`config.mk`:
```
export PLATFORM = sky130hd
export DESIGN_NAME = tmr_evt_unit
export DESIGN_NICKNAME = d
export VERILOG_FILES = /design/src/rtl/tevt_pkg.sv /design/src/rtl/tevt_alarm.sv /design/src/rtl/tevt_trig.sv /design/src/rtl/tevt_evreg.sv /design/src/rtl/tmr_evt_unit.sv
export SDC_FILE = /design/constraint.sdc
export NUM_CORES = 1
export LEC_CHECK = 0
export CAP_MARGIN = 20
export CORE_ASPECT_RATIO = 0.7
export CORE_UTILIZATION = 52
export CTS_BUF_LIST = sky130_fd_sc_hd__clkbuf_2
export DETAILED_ROUTE_END_ITERATION = 10
export GPL_TIMING_DRIVEN = 1
export PLACE_DENSITY = 0.78
export RECOVER_POWER = 25
export SKIP_LAST_GASP = 1
export SLEW_MARGIN = 5
export SYNTH_ARGS = -nofsm -noshare
export SYNTH_HDL_FRONTEND = slang
export SYNTH_HIERARCHICAL = 1
export SYNTH_SLANG_ARGS = --single-unit
```
`constraint.sdc`:
```
create_clock -name clk -period 9.98 [get_ports clk]
set_clock_uncertainty 0.05 [all_clocks]
set_input_delay 0.998 -clock clk [delete_from_list [all_inputs] [get_ports clk]]
set_output_delay 0.998 -clock clk [all_outputs]
set_load 0.02 [all_outputs]
```
`src/rtl/tevt_pkg.sv`:
```
package tevt_pkg;
  localparam int DW     = 32;
  localparam int TW     = 64;
  localparam int AW     = 4;
  localparam int N_ALM  = 2;
  localparam int N_TRG  = 2;
  localparam int N_PLS  = 3;

  // word addresses
  localparam int A_CTRL   = 0;
  localparam int A_EVT    = 1;
  localparam int A_MASK   = 2;
  localparam int A_AL1_LO = 3;  // alarm i low at A_AL1_LO + 2*i, high one above
  localparam int A_CP1_HI = 7;  // capture i high at A_CP1_HI + 2*i, low one above

  // event bit positions
  localparam int B_TRG1 = 24;   // trigger i at B_TRG1 + i
  localparam int B_ALM1 = 16;   // alarm i at B_ALM1 + i
  localparam int B_PLS1 = 7;    // pulse i at B_PLS1 - i

  // control bit positions
  localparam int C_EDG1 = 8;    // trigger i edge select at C_EDG1 + i
  localparam int C_POL1 = 31;   // alarm i polarity at C_POL1 - i

  function automatic logic [DW-1:0] evt_impl_mask();
    logic [DW-1:0] m;
    m = '0;
    for (int i = 0; i < N_TRG; i++) m[B_TRG1 + i] = 1'b1;
    for (int i = 0; i < N_ALM; i++) m[B_ALM1 + i] = 1'b1;
    for (int i = 0; i < N_PLS; i++) m[B_PLS1 - i] = 1'b1;
    return m;
  endfunction

  function automatic logic [DW-1:0] ctrl_impl_mask();
    logic [DW-1:0] m;
    m = '0;
    for (int i = 0; i < N_TRG; i++) m[C_EDG1 + i] = 1'b1;
    for (int i = 0; i < N_ALM; i++) m[C_POL1 - i] = 1'b1;
    return m;
  endfunction

  localparam logic [DW-1:0] EVT_IMPL  = evt_impl_mask();
  localparam logic [DW-1:0] CTRL_IMPL = ctrl_impl_mask();
endpackage

```
`src/rtl/tevt_alarm.sv`:
```
module tevt_alarm #(
  parameter int DW = 32,
  parameter int TW = 64
) (
  input  logic          clk,
  input  logic          rst_n,
  input  logic          wr_lo,
  input  logic          wr_hi,
  input  logic [DW-1:0] wdata,
  input  logic [TW-1:0] time_in,
  output logic [TW-1:0] val_q,
  output logic          armed_q,
  output logic          fire
);
  localparam int HW = TW - DW;

  logic [TW-1:0] val_d;
  logic          val_en;
  logic          arm_d;

  assign fire   = armed_q && (time_in == val_q);
  assign val_en = wr_lo || wr_hi;

  always_comb begin
    val_d = val_q;
    arm_d = armed_q;
    if (wr_lo) begin
      val_d[DW-1:0] = wdata;
      arm_d         = 1'b0;
    end else if (wr_hi) begin
      val_d[TW-1:DW] = wdata[HW-1:0];
      arm_d          = 1'b1;
    end else if (fire) begin
      arm_d = 1'b0;
    end
  end

  always_ff @(posedge clk or negedge rst_n) begin
    if (!rst_n) begin
      val_q   <= '0;
      armed_q <= 1'b0;
    end else begin
      if (val_en) val_q <= val_d;
      armed_q <= arm_d;
    end
  end
endmodule

```
`src/rtl/tevt_trig.sv`:
```
module tevt_trig #(
  parameter int SYNC = 2,
  parameter int TW   = 64
) (
  input  logic          clk,
  input  logic          rst_n,
  input  logic          pin,
  input  logic          fall_sel,
  input  logic          hold,
  input  logic [TW-1:0] time_in,
  output logic [TW-1:0] cap_q,
  output logic          hit
);
  logic [SYNC-1:0] sync_q;
  logic [SYNC-1:0] sync_d;
  logic            prev_q;
  logic            lvl;
  logic            edg;

  assign lvl    = sync_q[SYNC-1];
  assign sync_d = {sync_q[SYNC-2:0], pin};
  assign edg    = fall_sel ? (prev_q & ~lvl) : (~prev_q & lvl);
  assign hit    = edg & ~hold;

  always_ff @(posedge clk or negedge rst_n) begin
    if (!rst_n) begin
      sync_q <= '0;
      prev_q <= 1'b0;
    end else begin
      sync_q <= sync_d;
      prev_q <= lvl;
    end
  end

  always_ff @(posedge clk or negedge rst_n) begin
    if (!rst_n)   cap_q <= '0;
    else if (hit) cap_q <= time_in;
  end
endmodule

```
`src/rtl/tevt_evreg.sv`:
```
module tevt_evreg #(
  parameter int           W    = 32,
  parameter logic [W-1:0] IMPL = '1
) (
  input  logic         clk,
  input  logic         rst_n,
  input  logic [W-1:0] set_vec,
  input  logic         clr_en,
  input  logic [W-1:0] clr_vec,
  output logic [W-1:0] evt_q
);
  logic [W-1:0] clr_eff;
  logic [W-1:0] evt_d;

  assign clr_eff = clr_en ? clr_vec : '0;

  always_comb begin
    evt_d = ((evt_q & ~clr_eff) | set_vec) & IMPL;
  end

  always_ff @(posedge clk or negedge rst_n) begin
    if (!rst_n) evt_q <= '0;
    else        evt_q <= evt_d;
  end
endmodule

```
`src/rtl/tmr_evt_unit.sv`:
```
module tmr_evt_unit
  import tevt_pkg::*;
#(
  parameter int SYNC_STAGES = 2,
  parameter int RST_STAGES  = 2
) (
  input  logic                 clk,
  input  logic                 rst_n,
  input  logic                 reg_wr,
  input  logic [AW-1:0]        reg_addr,
  input  logic [DW-1:0]        reg_wdata,
  output logic [DW-1:0]        reg_rdata,
  input  logic [TW-1:0]        time_in,
  input  logic [N_TRG-1:0]     trig_in,
  input  logic [N_PLS-1:0]     pulse_stb,
  output logic [N_ALM-1:0]     alarm_out,
  output logic                 irq
);
  localparam int HW = TW - DW;

  // reset: asynchronous assert, synchronous release
  logic [RST_STAGES-1:0] rsync_q;
  logic                  rst_i_n;

  always_ff @(posedge clk or negedge rst_n) begin
    if (!rst_n) rsync_q <= '0;
    else        rsync_q <= {rsync_q[RST_STAGES-2:0], 1'b1};
  end
  assign rst_i_n = rsync_q[RST_STAGES-1];

  // control and mask registers
  logic [DW-1:0] ctrl_q, mask_q;
  logic          ctrl_en, mask_en;
  logic [DW-1:0] ctrl_d, mask_d;

  assign ctrl_en = reg_wr && (reg_addr == AW'(A_CTRL));
  assign mask_en = reg_wr && (reg_addr == AW'(A_MASK));
  assign ctrl_d  = reg_wdata & CTRL_IMPL;
  assign mask_d  = reg_wdata & EVT_IMPL;

  always_ff @(posedge clk or negedge rst_i_n) begin
    if (!rst_i_n) begin
      ctrl_q <= '0;
      mask_q <= '0;
    end else begin
      if (ctrl_en) ctrl_q <= ctrl_d;
      if (mask_en) mask_q <= mask_d;
    end
  end

  // event register
  logic [DW-1:0] evt_q;
  logic [DW-1:0] set_vec;

  // alarms
  logic [TW-1:0]    alm_val [N_ALM];
  logic [N_ALM-1:0] alm_arm;
  logic [N_ALM-1:0] alm_fire;

  for (genvar g = 0; g < N_ALM; g++) begin : g_alm
    tevt_alarm #(.DW(DW), .TW(TW)) u_alm (
      .clk     (clk),
      .rst_n   (rst_i_n),
      .wr_lo   (reg_wr && (reg_addr == AW'(A_AL1_LO + 2*g))),
      .wr_hi   (reg_wr && (reg_addr == AW'(A_AL1_LO + 2*g + 1))),
      .wdata   (reg_wdata),
      .time_in (time_in),
      .val_q   (alm_val[g]),
      .armed_q (alm_arm[g]),
      .fire    (alm_fire[g])
    );
    assign alarm_out[g] = evt_q[B_ALM1 + g] ^ ctrl_q[C_POL1 - g];
  end

  // trigger capture
  logic [TW-1:0]    cap [N_TRG];
  logic [N_TRG-1:0] trg_hit;

  for (genvar g = 0; g < N_TRG; g++) begin : g_trg
    tevt_trig #(.SYNC(SYNC_STAGES), .TW(TW)) u_trg (
      .clk      (clk),
      .rst_n    (rst_i_n),
      .pin      (trig_in[g]),
      .fall_sel (ctrl_q[C_EDG1 + g]),
      .hold     (evt_q[B_TRG1 + g]),
      .time_in  (time_in),
      .cap_q    (cap[g]),
      .hit      (trg_hit[g])
    );
  end

  always_comb begin
    set_vec = '0;
    for (int i = 0; i < N_ALM; i++) set_vec[B_ALM1 + i] = alm_fire[i];
    for (int i = 0; i < N_TRG; i++) set_vec[B_TRG1 + i] = trg_hit[i];
    for (int i = 0; i < N_PLS; i++) set_vec[B_PLS1 - i] = pulse_stb[i];
  end

  tevt_evreg #(.W(DW), .IMPL(EVT_IMPL)) u_evt (
    .clk     (clk),
    .rst_n   (rst_i_n),
    .set_vec (set_vec),
    .clr_en  (reg_wr && (reg_addr == AW'(A_EVT))),
    .clr_vec (reg_wdata),
    .evt_q   (evt_q)
  );

  assign irq = |(evt_q & mask_q);

  // read mux
  always_comb begin
    reg_rdata = '0;
    if (reg_addr == AW'(A_CTRL)) reg_rdata = ctrl_q;
    if (reg_addr == AW'(A_EVT))  reg_rdata = evt_q;
    if (reg_addr == AW'(A_MASK)) reg_rdata = mask_q;
    for (int i = 0; i < N_ALM; i++) begin
      if (reg_addr == AW'(A_AL1_LO + 2*i))     reg_rdata = alm_val[i][DW-1:0];
      if (reg_addr == AW'(A_AL1_LO + 2*i + 1)) reg_rdata = DW'(alm_val[i][TW-1:DW]);
    end
    for (int i = 0; i < N_TRG; i++) begin
      if (reg_addr == AW'(A_CP1_HI + 2*i))     reg_rdata = DW'(cap[i][TW-1:TW-HW]);
      if (reg_addr == AW'(A_CP1_HI + 2*i + 1)) reg_rdata = cap[i][DW-1:0];
    end
  end
endmodule

```
Yosys cells after proc, flatten, opt, wreduce, memory -nomap -nowiden. Index checks and enable logic that the tools add are counted. Widths: inputs -> output; s select.

Latch bits: 0. Flip-flop bits (word level): 284. RAM bits: 0. Bits of input ports: 108. Memory bits (read-only): 0. Memories: 0.

Divide/modulo/power cells: 0. Eq/ne operators: 12. $lt $le $gt $ge: 0. Reduce and logical (&&, ||, !) cells: 19. Multiplexer cells: 20. Shift operators: 0. $mul: 0. Bitwise logic cells: 20. $add $sub $neg: 0.

Operators with widths (count): $mux 32 (11); $eq 64x64->1 (2); $and 26x26->26 (2); $reduce_or 32->1 (1); $mux 26 (1); $not 26->26 (1); $or 26x26->26 (1); $eq 4x3->1 const B (4); $eq 4x4->1 const B (3); $logic_and 1x1->1 (9); $eq 4x2->1 const B (2); $mux 1 (8); $not 1->1 (8); $and 1x1->1 (6); $reduce_and 3->1 (2); $reduce_bool 3->1 (2); $eq 4x1->1 const B (1); $logic_not 4->1 (1); $reduce_and 2->1 (2); $logic_or 1x1->1 (2); $xor 1x1->1 (2).

Longest topological paths before layout.
Depth after elaboration: 12. Gate-level depth with buffers: 10. Depth with buffers taken out: 6.

Modules after synthesis. Netlist, hierarchy kept.

Modules (own cells, without submodules): tevt_trig (times used 2, cells an instance 527, area each 5134.9 um^2, sequential area each 1676.6 um^2); tevt_alarm (times used 2, cells an instance 226, area each 3110.5 um^2, sequential area each 1626.6 um^2); tmr_evt_unit (times used 1, cells an instance 487, area each 3463.3 um^2, sequential area each 325.3 um^2); tevt_evreg (times used 1, cells an instance 47, area each 445.4 um^2, sequential area each 175.2 um^2).

Worst setup path after synthesis. No wires, ideal clock.

Kind: input port to output port. Start point: input reg_addr[0]. End point: output reg_rdata[18]. Arrival time: 2.491 ns. Data required time: 8.932 ns. Slack: 6.441 ns. Stages: 6. Buffers on the path: 3. Path through: buf_6 -> buf_12 -> nor4b_4 -> buf_6 -> a221oi_1 -> a211oi_1.

Cells in the longest elaborated chain, start to end: 11. Elaborated cells between the ends (all ways): 20. Classes of those cells: 10 x eq/ne; 10 x mux.

RTL lines: start: declaration (line tmr_evt_unit.sv:10) `input logic [AW-1:0] reg_addr,`; $eq 4x1->1 (line tmr_evt_unit.sv:114) `if (reg_addr == AW'(A_EVT)) reg_rdata = evt_q;`; $mux 32 (line tmr_evt_unit.sv:114); $mux 32 (line tmr_evt_unit.sv:115) `if (reg_addr == AW'(A_MASK)) reg_rdata = mask_q;`; $mux 32 (line tmr_evt_unit.sv:117) `if (reg_addr == AW'(A_AL1_LO + 2*i)) reg_rdata = alm_val[i][DW-1:0];`; $mux 32 (line tmr_evt_unit.sv:118) `if (reg_addr == AW'(A_AL1_LO + 2*i + 1)) reg_rdata = DW'(alm_val[i][TW-1:DW]);`; $mux 32 (line tmr_evt_unit.sv:117); $mux 32 (line tmr_evt_unit.sv:118); $mux 32 (line tmr_evt_unit.sv:121) `if (reg_addr == AW'(A_CP1_HI + 2*i)) reg_rdata = DW'(cap[i][TW-1:TW-HW]);`; $mux 32 (line tmr_evt_unit.sv:122) `if (reg_addr == AW'(A_CP1_HI + 2*i + 1)) reg_rdata = cap[i][DW-1:0];`; $mux 32 (line tmr_evt_unit.sv:121); $mux 32 * (line tmr_evt_unit.sv:122); end: declaration (line tmr_evt_unit.sv:12) `output logic [DW-1:0] reg_rdata,`.

Mark *: on every way between the ends. The rest lies on a longest branch, timed or not.

Worst setup path after layout.
Start point: input reg_addr[1]. End point: output reg_rdata[1].

The elaborated chain is that of the path after synthesis.

==> results.sh <==
export IMPL_wirelength_um=74400
export IMPL_cts_root_buf="clkbuf_2"
export IMPL_post_cts_resized=0
export IMPL_drcViolationCount=0
export IMPL_final_common_cell="dfrtp_1"
export IMPL_drive_gt1_frac=0.213
export IMPL_numPortBuffers=142
export IMPL_synth_warnings=6
export IMPL_synth_cells=2039
export IMPL_core_area_mm2=0.0385
export IMPL_grt_pass1_wl_um=112000
export IMPL_first_pass_iters=7
export IMPL_initial_core_util=0.530
export IMPL_r2r_start="rsync_q[1]$_DFF_PN0_"
export IMPL_r2r_cells=1
export IMPL_area_growth_pct=8.31
export IMPL_power_density_mw_per_mm2=218
export IMPL_dieArea_mm2=0.0400
export IMPL_worst_pin_slew_ns=4.10
export IMPL_grt_ovfl_total=0
export IMPL_num_vias=18516
export IMPL_synth_area_mm2=0.0204
export IMPL_clock_sinks=284
export IMPL_io_pins=143
export IMPL_finalSetupViolCount=0
export IMPL_crit_arrival_ns=5.51
export IMPL_clockBufferDepth=3
export IMPL_grt_pass1_vias=18117
export IMPL_finalCritPeriodShare=0.657
export IMPL_post_cts_buffers=0
export IMPL_sw_frac_of_total=0.447
export IMPL_nets=2185
export IMPL_finalCriticalPeriod_ns=6.56
export IMPL_cts_inserted_buffers=73
export IMPL_avgSynthCellArea_um2=10.0
export IMPL_drv_slew=351
export IMPL_crit_start="reg_addr[1]"
export IMPL_internal_power_mw=2.66
export IMPL_hpwl_um=49900
export IMPL_p_seq_frac=0.439
export IMPL_clk_pin_slew_ns=0.10
export IMPL_hold_viol=0
export IMPL_holdBufCountCts=0
export IMPL_min_path_type="input port to asynchronous set/reset pin"
export IMPL_wl_per_cell_um=28.1
export IMPL_finalPower_mw=4.82
export IMPL_drtIter0Drc=2714
export IMPL_cts_max_level=3
export IMPL_tns_ns=0
export IMPL_drtAntennaViolNets=0
export IMPL_slew_headroom=-1.73
export IMPL_clock_latency_ns=1.00
export IMPL_cap_violations=7
export IMPL_fp_dieH_um=168
export IMPL_required_ns=8.93
export IMPL_cts_tree="built"
export IMPL_pwr_share_comb=0.395
export IMPL_rows=60
export IMPL_cp_start_kind="input port"
export IMPL_p_leak_nw=8.34
export IMPL_max_vdd_ir_drop_mv=0.111
export IMPL_worstSetupPathType="input port to output port"
export IMPL_fillers=3350
export IMPL_antenna_found_initial=1
export IMPL_crit_path_end_kind="output port"
export IMPL_power_switching_mw=2.16
export IMPL_avgViaCountPerCell=6.99
export IMPL_place_congestion=1.03
export IMPL_cp_max_fo=50
export IMPL_violations="max-capacitance violations, max-slew violations"
export IMPL_final_cell_mix="dfrtp_1 (276), mux2_2 (167), nor4_1 (160)"
export IMPL_grt_max_degree=164
export IMPL_grt_setup_unrepaired="no"
export IMPL_die_w_um=239
export IMPL_max_freq_ghz=0.152
export IMPL_grt_usage=0.369
export IMPL_status="finished with violations"
export IMPL_p_clk_frac=0.166
[registers in the layout (all words and copies together), names as in the netlist]
| signal | count |
|---|---|
| g_alm.u_alm/val_q | 128 |
| g_trg.u_trg/cap_q | 128 |
| mask_q | 7 |
| u_evt/evt_q | 7 |
| ctrl_q | 4 |
| g_trg.u_trg/sync_q | 4 |
| g_alm.u_alm/armed_q | 2 |
| g_trg.u_trg/prev_q | 2 |
| rsync_q | 2 |
[path summary, 6_finish.rpt]
| kind | end | slack (ns) |
|---|---|---|
| setup reg to reg | g_trg[1].u_trg/prev_q$_DFF_PN0_ | 3.63 |
| min in group clk | g_trg[1].u_trg/sync_q[1]$_DFF_PN0_ | 0.31 |
| hold / removal | rsync_q[0]$_DFF_PN0_ | 0.21 |
| max in group asynchronous | g_trg[1].u_trg/prev_q$_DFF_PN0_ | 3.63 |
| setup / recovery | reg_rdata[1] | 3.42 |
| hold reg to reg | g_trg[1].u_trg/sync_q[1]$_DFF_PN0_ | 0.31 |
[layout make-up]
cell class | count | area, um2 | share of cell area
diodes | 5 | 12.5 | 0.000566
clock buffers | 109 | 546 | 0.0247
clock inverters | 7 | 26.3 | 0.00119
inverters | 129 | 484 | 0.0219
multi-input cells | 1413 | 11600 | 0.524
flip-flops and latches | 284 | 7130 | 0.323
well taps | 527 | 659 | 0.0298
repair buffers | 176 | 1660 | 0.0752
[worst max-delay path, stage by stage]
cell and delay (ns):
clkbuf_1 1.40, buf_4 0.70, nand2b_2 0.43, a21oi_4 0.62, a221oi_1 0.11, a211oi_1 0.48, clkdlybuf4s50_1 0.71
[layer usage]
| layer | vias up | share of wire | global-route usage |
|---|---|---|---|
| met5 | - | 0 | 0 |
| met4 | 0 | 0.051 | 0.175 |
| met3 | 287 | 0.12 | 0.115 |
| met2 | 1265 | 0.44 | 0.558 |
| met1 | 9143 | 0.38 | 0.479 |
| li1 | 7821 | - | - |
[metrics by stage]
stage	hold WS [ns]	utilization	instances	cell area, um2	setup WS (ns)
final	0.213	0.574	2650	22100	3.42
after global placement	0.282	0.559	2529	21500	4.67
after floorplan	0.281	-	2063	20500	1.43
after detailed placement	0.285	0.559	2529	21500	4.53
after global routing	0.121	0.574	2650	22100	2.62
after CTS	0.0764	0.574	2645	22100	4.51
[power by group through the flow]
stage          Combinational, mW  Sequential, mW  Clock (mW)
2_1_floorplan               1.52            1.83           0
3_3_place_gp                1.77            2.09           0
3_5_place_dp                1.85            2.12           0
4_1_cts                     1.86            2.09       0.802
5_1_grt                     2.02            2.15       0.865
6_report                    1.90            2.12       0.801
No activity file was read; power rests on OpenSTA's default activity.
